--- src/rtl/cordic_pkg.sv ---
package cordic_pkg;

  typedef enum logic {
    MODE_ROTATE = 1'b0,
    MODE_VECTOR = 1'b1
  } cordic_mode_e;

  // arctan(2^-i) in radians, by power series for i >= 1
  function automatic real atan_pow2(input int i);
    real x, x2, term, sum;
    if (i == 0) return 0.78539816339744830962;
    x = 1.0;
    for (int j = 0; j < i; j++) x = x / 2.0;
    x2   = x * x;
    term = x;
    sum  = 0.0;
    for (int k = 0; k < 40; k++) begin
      if (k % 2 == 0) sum = sum + term / real'(2 * k + 1);
      else            sum = sum - term / real'(2 * k + 1);
      term = term * x2;
    end
    return sum;
  endfunction

  // angle code with pi radians = 2^(w-1), rounded to nearest
  function automatic longint angle_code(input int i, input int w);
    real v;
    v = atan_pow2(i) / 3.14159265358979323846;
    for (int j = 0; j < w - 1; j++) v = v * 2.0;
    return longint'(v);
  endfunction

endpackage

--- src/rtl/cordic_atan_rom.sv ---
module cordic_atan_rom #(
  parameter int WIDTH = 16,
  parameter int ITERS = 16,
  localparam int IDX_W = (ITERS > 1) ? $clog2(ITERS) : 1
) (
  input  logic [IDX_W-1:0] idx,
  output logic [WIDTH-1:0] angle
);

  logic [WIDTH-1:0] atan_tbl [ITERS];

  for (genvar g = 0; g < ITERS; g++) begin : g_entry
    localparam logic [WIDTH-1:0] ENTRY = WIDTH'(cordic_pkg::angle_code(g, WIDTH));
    assign atan_tbl[g] = ENTRY;
  end

  always_comb begin
    angle = '0;
    for (int k = 0; k < ITERS; k++) begin
      if (idx == IDX_W'(k)) angle = atan_tbl[k];
    end
  end

endmodule

--- src/rtl/cordic_addsub.sv ---
module cordic_addsub #(
  parameter int WIDTH = 16
) (
  input  logic signed [WIDTH-1:0] a,
  input  logic signed [WIDTH-1:0] b,
  input  logic                    sub,
  output logic signed [WIDTH-1:0] y
);

  assign y = sub ? (a - b) : (a + b);

endmodule

--- src/rtl/cordic_ctrl.sv ---
module cordic_ctrl #(
  parameter int ITERS = 16,
  localparam int IDX_W = (ITERS > 1) ? $clog2(ITERS) : 1
) (
  input  logic             clk,
  input  logic             rst,
  input  logic             ce,
  input  logic             ld,
  output logic             load_en,
  output logic             step,
  output logic [IDX_W-1:0] idx,
  output logic             rdy
);

  localparam logic [IDX_W-1:0] LAST = IDX_W'(ITERS - 1);

  logic             busy;
  logic [IDX_W-1:0] cnt;

  assign load_en = ce & ld;
  assign step    = ce & busy & ~ld;
  assign idx     = cnt;

  always_ff @(posedge clk) begin
    if (rst) begin
      busy <= 1'b0;
      cnt  <= '0;
      rdy  <= 1'b0;
    end else if (ce) begin
      if (ld) begin
        busy <= 1'b1;
        cnt  <= '0;
        rdy  <= 1'b0;
      end else if (busy) begin
        rdy <= (cnt == LAST);
        if (cnt == LAST) busy <= 1'b0;
        else             cnt  <= cnt + 1'b1;
      end else begin
        rdy <= 1'b0;
      end
    end
  end


  rdy_pulse_chk: assert property (@(posedge clk) disable iff (rst)
    (rdy && ce) |=> !rdy);


  freeze_chk: assert property (@(posedge clk) disable iff (rst)
    !ce |=> ($stable(cnt) && $stable(busy) && $stable(rdy)));


  restart_chk: assert property (@(posedge clk) disable iff (rst)
    (ce && ld) |=> (busy && cnt == '0 && !rdy));


  finish_chk: assert property (@(posedge clk) disable iff (rst)
    (ce && busy && !ld && cnt == LAST) |=> (rdy && !busy));


  idle_chk: assert property (@(posedge clk) disable iff (rst)
    (!busy && !(ce && ld)) |=> !busy);

endmodule

--- src/rtl/cordic_datapath.sv ---
module cordic_datapath #(
  parameter int WIDTH = 16,
  parameter int ITERS = 16,
  parameter cordic_pkg::cordic_mode_e MODE = cordic_pkg::MODE_ROTATE,
  localparam int IDX_W = (ITERS > 1) ? $clog2(ITERS) : 1
) (
  input  logic                    clk,
  input  logic                    rst,
  input  logic                    load_en,
  input  logic                    step,
  input  logic [IDX_W-1:0]        idx,
  input  logic signed [WIDTH-1:0] step_angle,
  input  logic signed [WIDTH-1:0] x0,
  input  logic signed [WIDTH-1:0] y0,
  input  logic signed [WIDTH-1:0] a0,
  output logic signed [WIDTH-1:0] x_q,
  output logic signed [WIDTH-1:0] y_q,
  output logic signed [WIDTH-1:0] a_q
);

  logic                    up;
  logic signed [WIDTH-1:0] x_sh, y_sh, x_nx, y_nx, a_nx;

  // direction: up = counter-clockwise micro-rotation
  if (MODE == cordic_pkg::MODE_VECTOR) begin : g_vec
    assign up = y_q[WIDTH-1];
  end else begin : g_rot
    assign up = ~a_q[WIDTH-1];
  end

  assign x_sh = x_q >>> idx;
  assign y_sh = y_q >>> idx;

  cordic_addsub #(.WIDTH(WIDTH)) u_x (.a(x_q), .b(y_sh),       .sub(up),  .y(x_nx));
  cordic_addsub #(.WIDTH(WIDTH)) u_y (.a(y_q), .b(x_sh),       .sub(~up), .y(y_nx));
  cordic_addsub #(.WIDTH(WIDTH)) u_a (.a(a_q), .b(step_angle), .sub(up),  .y(a_nx));

  always_ff @(posedge clk) begin
    if (rst) begin
      x_q <= '0;
      y_q <= '0;
      a_q <= '0;
    end else if (load_en) begin
      x_q <= x0;
      y_q <= y0;
      a_q <= a0;
    end else if (step) begin
      x_q <= x_nx;
      y_q <= y_nx;
      a_q <= a_nx;
    end
  end


  load_capture_chk: assert property (@(posedge clk) disable iff (rst)
    load_en |=> (x_q == $past(x0) && y_q == $past(y0) && a_q == $past(a0)));


  hold_chk: assert property (@(posedge clk) disable iff (rst)
    (!load_en && !step) |=> ($stable(x_q) && $stable(y_q) && $stable(a_q)));

endmodule

--- src/rtl/cordic_word_serial.sv ---
module cordic_word_serial #(
  parameter int WIDTH = 16,
  parameter int ITERS = 16,
  parameter cordic_pkg::cordic_mode_e MODE = cordic_pkg::MODE_ROTATE
) (
  input  logic                    clk,
  input  logic                    rst,
  input  logic                    ce,
  input  logic                    ld,
  input  logic signed [WIDTH-1:0] x0,
  input  logic signed [WIDTH-1:0] y0,
  input  logic signed [WIDTH-1:0] a0,
  output logic                    rdy,
  output logic signed [WIDTH-1:0] xn,
  output logic signed [WIDTH-1:0] yn,
  output logic signed [WIDTH-1:0] an
);

  localparam int IDX_W = (ITERS > 1) ? $clog2(ITERS) : 1;

  logic             load_en, step;
  logic [IDX_W-1:0] idx;
  logic [WIDTH-1:0] step_angle;

  cordic_ctrl #(.ITERS(ITERS)) u_ctrl (
    .clk(clk), .rst(rst), .ce(ce), .ld(ld),
    .load_en(load_en), .step(step), .idx(idx), .rdy(rdy)
  );

  cordic_atan_rom #(.WIDTH(WIDTH), .ITERS(ITERS)) u_rom (
    .idx(idx), .angle(step_angle)
  );

  cordic_datapath #(.WIDTH(WIDTH), .ITERS(ITERS), .MODE(MODE)) u_dp (
    .clk(clk), .rst(rst), .load_en(load_en), .step(step), .idx(idx),
    .step_angle(step_angle), .x0(x0), .y0(y0), .a0(a0),
    .x_q(xn), .y_q(yn), .a_q(an)
  );

endmodule

--- config.mk ---
export PLATFORM = sky130hd
export DESIGN_NAME = cordic_word_serial
export DESIGN_NICKNAME = d
export VERILOG_FILES = /design/src/rtl/cordic_pkg.sv /design/src/rtl/cordic_atan_rom.sv /design/src/rtl/cordic_addsub.sv /design/src/rtl/cordic_ctrl.sv /design/src/rtl/cordic_datapath.sv /design/src/rtl/cordic_word_serial.sv
export SDC_FILE = /design/constraint.sdc
export NUM_CORES = 1
export LEC_CHECK = 0
export BUFFER_PORTS_ARGS = -buffer_cell sky130_fd_sc_hd__buf_2
export CORE_ASPECT_RATIO = 0.9
export CORE_MARGIN = 3
export CORE_UTILIZATION = 45
export CTS_CLUSTER_DIAMETER = 50
export CTS_CLUSTER_SIZE = 40
export DETAILED_ROUTE_END_ITERATION = 7
export PLACE_DENSITY_LB_ADDON = 0.2
export SLEW_MARGIN = 10
export SYNTH_ARGS = -nofsm -noshare
export SYNTH_HDL_FRONTEND = slang
export SYNTH_SLANG_ARGS = --single-unit
--- constraint.sdc ---
create_clock -name clk -period 6.34 [get_ports clk]
set_input_delay 1.268 -clock clk [delete_from_list [all_inputs] [get_ports clk]]
set_output_delay 1.268 -clock clk [all_outputs]
set_load 0.03 [all_outputs]
# Yosys cells after proc, flatten, opt, wreduce, memory -nomap -nowiden
# Cells that the tools add are included.
[word_totals] register_bits=54 out_inout_bits=49
[classes] n_addsub=7 n_reduce_logical=4 shifts=2 bitwise=4 n_eq_ne=16 mux=33
[op_table] operator="$mux W14" n=16
[op_table] operator="$mux W16" n=9
[op_table] operator="$add A16 B16 Y16" n=2
[op_table] operator="$eq A4 B4 Y1 const B" n=8
[op_table] operator="$sshr A16 B4 Y16" n=2
[op_table] operator="$sub A16 B16 Y16" n=2
[op_table] operator="$add A16 B15 Y16" n=1
[op_table] operator="$eq A4 B3 Y1 const B" n=4
[op_table] operator="$sub A16 B15 Y16" n=1
[op_table] operator="$mux W4" n=3
[op_table] operator="$eq A4 B2 Y1 const B" n=2
[op_table] operator="$mux W1" n=5
[op_table] operator="$add A4 B1 Y4 const B" n=1
[op_table] operator="$eq A4 B1 Y1 const B" n=1
[op_table] operator="$logic_not A4 Y1" n=1
[op_table] operator="$reduce_bool A2 Y1" n=2
[op_table] operator="$and A1 B1 Y1" n=3
[op_table] operator="$reduce_and A3 Y1" n=1
[op_table] operator="$ne A2 B2 Y1 const B" n=1
[op_table] operator="$not A1 Y1" n=1

# Logic depth before layout (Yosys ltp)
[logic_depth] ltp_word=21 depth_mapped=22

# Hierarchy
# Synthesis repeated with hierarchy kept, for this count alone.
[unflattened] hier_cells=870 hier_area_um2=7474.7
[by_module_without_submodules] module="cordic_datapath" instances=1 area_each_um2=3898.7 cells_per_inst=381
[by_module_without_submodules] module="cordic_addsub" instances=3 area_each_um2=989.7 cells_per_inst=136
[by_module_without_submodules] module="cordic_ctrl" instances=1 area_each_um2=326.6 cells_per_inst=35
[by_module_without_submodules] module="cordic_atan_rom" instances=1 area_each_um2=280.3 cells_per_inst=46

# Worst setup path after synthesis
# No wires, ideal clock.
[synth_timing] path_type="flip-flop to flip-flop" from="register u_ctrl.cnt[0] (netlist: u_ctrl.idx[0])" to="register u_dp.a_q[15]" t_arrival_ns=4.530 n_path_buf=4 stages_incl_launch_ff=22 path_slack_ns=1.694 required_time_ns=6.224 cell_sequence="dfxtp_1 -> buf_6 -> buf_12 -> buf_2 -> inv_2 -> ha_1 -> clkbuf_1 -> nor2_1 -> nand2_1 -> nand2_1 -> o21ai_0 -> and3_1 -> a31oi_1 -> xor2_1 -> ha_1 -> o21ai_0 -> nand2b_1 -> a31oi_1 -> a21oi_1 -> o311a_1 -> or3_1 -> a31o_2"
[synth_between] elab_chain_cells=21 elab_cells_between_ends=37 cone_classes="add/sub: 2; eq/ne: 15; mux: 19; reduce/logical: 1"
[synth_lines] item="from (decl)" line_no="cordic_ctrl.sv:18" rtl="logic [IDX_W-1:0] cnt;"
[synth_lines] item="from (signal assigned)" line_no="cordic_ctrl.sv:37" rtl="else cnt <= cnt + 1'b1;"
[synth_lines] item="$logic_not A4 Y1" line_no="cordic_atan_rom.sv:20" rtl="if (idx == IDX_W'(k)) angle = atan_tbl[k];"
[synth_lines] item="$mux W14 (15 in a row)" line_no="cordic_atan_rom.sv:20"
[synth_lines] item="$mux W14 *" line_no="cordic_atan_rom.sv:20"
[synth_lines] item="$sub A16 B15 Y16 or $add A16 B15 Y16 (tied branches)" line_no="cordic_addsub.sv:10" rtl="assign y = sub ? (a - b) : (a + b);"
[synth_lines] item="$mux W16 *" line_no="cordic_addsub.sv:10"
[synth_lines] item="$mux W16 *" line_no="cordic_datapath.sv:47" rtl="end else if (step) begin"
[synth_lines] item="$mux W16 *" line_no="cordic_datapath.sv:43" rtl="end else if (load_en) begin"
[synth_lines] item="to (signal assigned)" line_no="cordic_datapath.sv:50" rtl="a_q <= a_nx;"
[synth_lines] item="to (decl)" line_no="cordic_datapath.sv:18" rtl="output logic signed [WIDTH-1:0] a_q"
# Every way passes the cells marked *; elsewhere a longest branch is shown, timed or not. The select of a mux whose other input is x is not followed.
# A chain may end at the register's enable or synchronous reset.

# Worst setup path in the final report
# Ends and elaborated chain as after synthesis.

==> key figures <==
Status
  – Status: complete, no violations

Job
  – Max cap viols: 0

Worst setup path
  – CP Capture Type: flip-flop
  – Max FO, Critical Path: 35
  – Reg-to-reg endpoint: u_dp.a_q[15]
  – CP startpoint kind: flip-flop
  – Worst r2r src: u_ctrl.idx[0]
  – Crit path arrival time: around 5.7 ns
  – Critical path class: flip-flop to flip-flop
  – CP required: roughly 6.6 ns
  – Worst R2R Setup Slack: 0.83 ns
  – R2r worst-path depth: 17

Synthesis
  – Yosys warnings: 0
  – XOR/XNOR share of the synthesized area: 0.08626
  – Seq cells post-synth: 54
  – Main combinational cell family by area after synthesis: compound AO/OA/AOI/OAI gates
  – Post-synthesis cell type count: 73
  – Main flop type after synthesis: dfxtp_1
  – Post-synthesis adder-cell area fraction: 0.1066
  – Async SR Flop Fraction: 0
  – Syn avg cell area: ~7.9 um^2
  – Post-synth EDFFs: 0
  – Synth Net Count: a little under 1000
  – Cells after Synth: between 800 and 900
  – Area share of and/or/nand/nor cells after synthesis: 0.1838
  – Seq/Total Area, Yosys: 0.1566
  – Mux contribution to synthesized area: 0.1443
  – Synth Cell Area: about 7000 um^2
  – Compound-cell area share of the yosys netlist: 0.2727

CTS
  – CTS Hold Bufs: 0
  – Post-CTS Setup Inserts: 0
  – Post-cts resize count: 0
  – Clk_lat worst skew: slightly above 0.3 ns
  – Worst-path clk slew: ~0.09 ns
  – Clk buf depth: 2
  – Number of CTS-inserted buffers: 5
  – Clock tree root driver cell: clkbuf_16
  – TritonCTS Sinks: 54
  – CTS tree: yes
  – H-Tree Depth: 2

Route
  – Uppermost layer routed: met4
  – Post-route ant nets: 0
  – DR WL/cell: around 18 um
  – Routed via count: about 6900
  – Wl on met1: ~11000 um
  – Remaining DRCs: 0
  – WL met3: around 1600 um
  – Drt pass-1 iters: 5
  – Via/cell ratio: slightly above 6
  – Met2 routed WL: between 8000 and 9000 um
  – Final wirelength: 20960 um
  – Drt initial violations: ~520

Layout
  – Fillcell total: about 1500
  – Area grow syn2layout: 11.02%
  – Antenna Diode Count: 0
  – Share of cells above drive strength 1: 0.2083
  – NumNets Final: 1049
  – FF/Latch Area: about 1100 um^2
  – Fin area: about 7700 um^2
  – Cell Count, Final, Fillers Out: between 1000 and 1500
  – Multi-input logic area: 5492 um^2

Timing
  – Final min period: ~5.5 ns
  – RSZ-0062 raised after global routing: no
  – Slew Limit Fails: 0
  – Worst slew margin: 0.3165
  – Final Hold Vio Count: 0
  – Setup tns final: 0 ns
  – Final period util: 0.8695
  – Setup violators final: 0
  – Worst hold margin: just under 0.5 ns
  – Worst Skew: approximately 0.0098 ns
  – Worst Max-Slew Pin Slew: approximately 1 ns
  – Achievable clock frequency: 181.4 MHz

Power
  – PwrDens: 306.8 nW/um^2
  – Internal power: roughly 1.2 mW
  – Sequential power share: 0.211
  – Pleak: 3.291 nW
  – Pwr Total: 2.352 mW
  – Comb pwr share: 0.658
  – Net switching power: about 1.1 mW
  – Peak VDD IR: roughly 0.00018 V
  – Clock Power Share: 0.131
  – Sw frac: 0.4836

Place
  – Inst Count DP: between 1000 and 1500
  – Placed Instance Area: about 7500 um^2
  – Placed wire-length estimate: 15880 um
  – GP Congestion: around 0.9
  – Count of input and output buffers: 100

Floorplanning
  – Row Count: 42
  – Die Area: between 15000 and 20000 um^2
  – Core box area: ~15000 um^2
  – Initial Util: 0.4642
  – Io pins: between 100 and 150
  – Die Ht: roughly 120 um
  – Die W: between 100 and 150 um

GRT
  – Largest net degree at the start of global routing: 37
  – GRT overflow: 0
  – All-Layer GR Usage: 0.2419
  – Initial antenna violation count: 0
  – First-pass GRT wire length: 32530 um
  – Vias in the first global route: between 5000 and 6000

Hold path
  – Hold_sp: u_ctrl.rdy
  – Worst hold path class: flip-flop to flip-flop
  – Hold Path Stages: 2
  – Worst hold endpoint: u_ctrl.rdy
-- critical path, cell delays in order, from the launching register on --
cell	delay [ns]
dfxtp_2	0.95
inv_2	0.30
ha_1	0.41
nor2_1	0.36
nand2_1	0.16
nand2_1	0.09
o21ai_0	0.18
and3_1	0.27
a31oi_1	0.53
xor2_1	0.22
ha_1	0.28
o21ai_0	0.16
nand2b_1	0.15
a31oi_1	0.30
a21oi_1	0.14
o311a_1	0.32
or3_1	0.35
a31o_2	0.25
-- power by group through the flow --
stage               clock network, mW  registers (mW)  logic [mW]
global placement                    0           0.500        1.52
floorplan                           0           0.528        1.17
detailed placement                  0           0.501        1.52
CTS                             0.317           0.492        1.53
finish                          0.308           0.496        1.55
global route                    0.325           0.504        1.71
-- worst max path at each step --
| stage | from | endpoint | slack [ns] | cells past startpoint |
|---|---|---|---|---|
| floorplan | u_ctrl.idx[0] | u_dp.a_q[15] | 1.69 | 21 |
| global placement | u_ctrl.idx[0] | u_dp.a_q[15] | 1.02 | 17 |
| detailed placement | u_ctrl.idx[0] | u_dp.a_q[15] | 0.91 | 17 |
| CTS | u_ctrl.idx[0] | u_dp.a_q[15] | 0.87 | 17 |
| global route | u_ctrl.idx[0] | u_dp.a_q[15] | 0.34 | 17 |
| finish | u_ctrl.idx[0] | u_dp.a_q[15] | 0.83 | 17 |
-- cell usage in the layout, fill, tap and decap left out, types with 5 or more instances in the layout --
cell	synthesis	layout
buf_2	7	100
nand2_1	91	91
a21oi_1	78	78
nor2_1	77	77
ha_1	54	54
dfxtp_1	54	52
o21ai_0	42	42
xnor2_1	39	39
mux4_2	30	30
xor2_1	29	29
a22oi_1	25	25
inv_1	23	23
a31oi_1	21	21
nor3_1	20	20
nand3_1	16	16
mux2_2	15	15
mux2i_1	14	14
a211oi_1	14	14
nand2b_1	12	12
a311oi_1	12	12
buf_4	1	12
a21o_1	11	11
o22ai_1	10	10
o21a_1	10	10
and3_1	10	10
a31o_2	9	9
or3_1	8	8
nor2b_1	7	7
o211ai_1	6	6
nand4_1	6	6
a211o_1	6	6
or2_2	5	5
clkbuf_16	0	5
-- stage by stage --
stage / utilization / setup slack [ns]
floorplan: - / 1.694
global placement: 0.5050 / 1.015
detailed placement: 0.5050 / 0.9117
CTS: 0.5154 / 0.8749
global route: 0.5154 / 0.3391
finish: 0.5154 / 0.8273
-- flip-flops by register name (all words and copies together) (netlist names) --
register,flops
u_dp.y_q,16
u_ctrl.idx,4
u_dp.a_q,16
u_ctrl.busy,1
u_dp.x_q,16
u_ctrl.rdy,1
-- logic make-up (layout without fill, tap and decap cells) --
kind of cell    after synthesis  in the layout
compound gates              285            285
mux                          60             60
buf+inv                      82            146
flops                        54             54
xor+xnor                     68             68
simple gates                271            271
fa+ha+maj                    57             57
-- cells in the mapped netlist, types with 7 or more instances --
| master | count | area [um^2] |
|---|---|---|
| a22oi_1 | 25 | 187.7 |
| buf_2 | 7 | 35.03 |
| mux2i_1 | 14 | 140.1 |
| clkbuf_1 | 33 | 123.9 |
| dfxtp_1 | 54 | 1081 |
| and3_1 | 10 | 62.56 |
| o22ai_1 | 10 | 62.56 |
| a311oi_1 | 12 | 105.1 |
| a21o_1 | 11 | 82.58 |
| a21oi_1 | 78 | 390.4 |
| a31oi_1 | 21 | 131.4 |
| a211oi_1 | 14 | 105.1 |
| o21ai_0 | 42 | 210.2 |
| ha_1 | 54 | 675.7 |
| buf_1 | 13 | 48.80 |
| nand3_1 | 16 | 80.08 |
| inv_1 | 23 | 86.33 |
| or3_1 | 8 | 50.05 |
| nand2b_1 | 12 | 75.07 |
| xnor2_1 | 39 | 341.6 |
| nor2b_1 | 7 | 43.79 |
| mux2_2 | 15 | 168.9 |
| nand2_1 | 91 | 341.6 |
| mux4_2 | 30 | 675.7 |
| nor3_1 | 20 | 100.1 |
| a31o_2 | 9 | 78.83 |
| o21a_1 | 10 | 75.07 |
| xor2_1 | 29 | 254.0 |
| nor2_1 | 77 | 289.0 |
-- layout make-up --
class,count,share of cell area
Clock inverter,3,0.003754
Inverter,26,0.01273
Clock buffer,5,0.01632
Tap cell,198,0.03232
Sequential cell,54,0.1414
Timing Repair Buffer,112,0.07705
Multi-Input combinational cell,741,0.7165
-- layer usage --
layer | vias up | track usage
li1 | 3416 | -
met1 | 3212 | 0.3841
met2 | 263 | 0.3427
met3 | 7 | 0.03621
met4 | 0 | 0.04849
met5 | - | 0
Power figures use the tool's default switching activity.
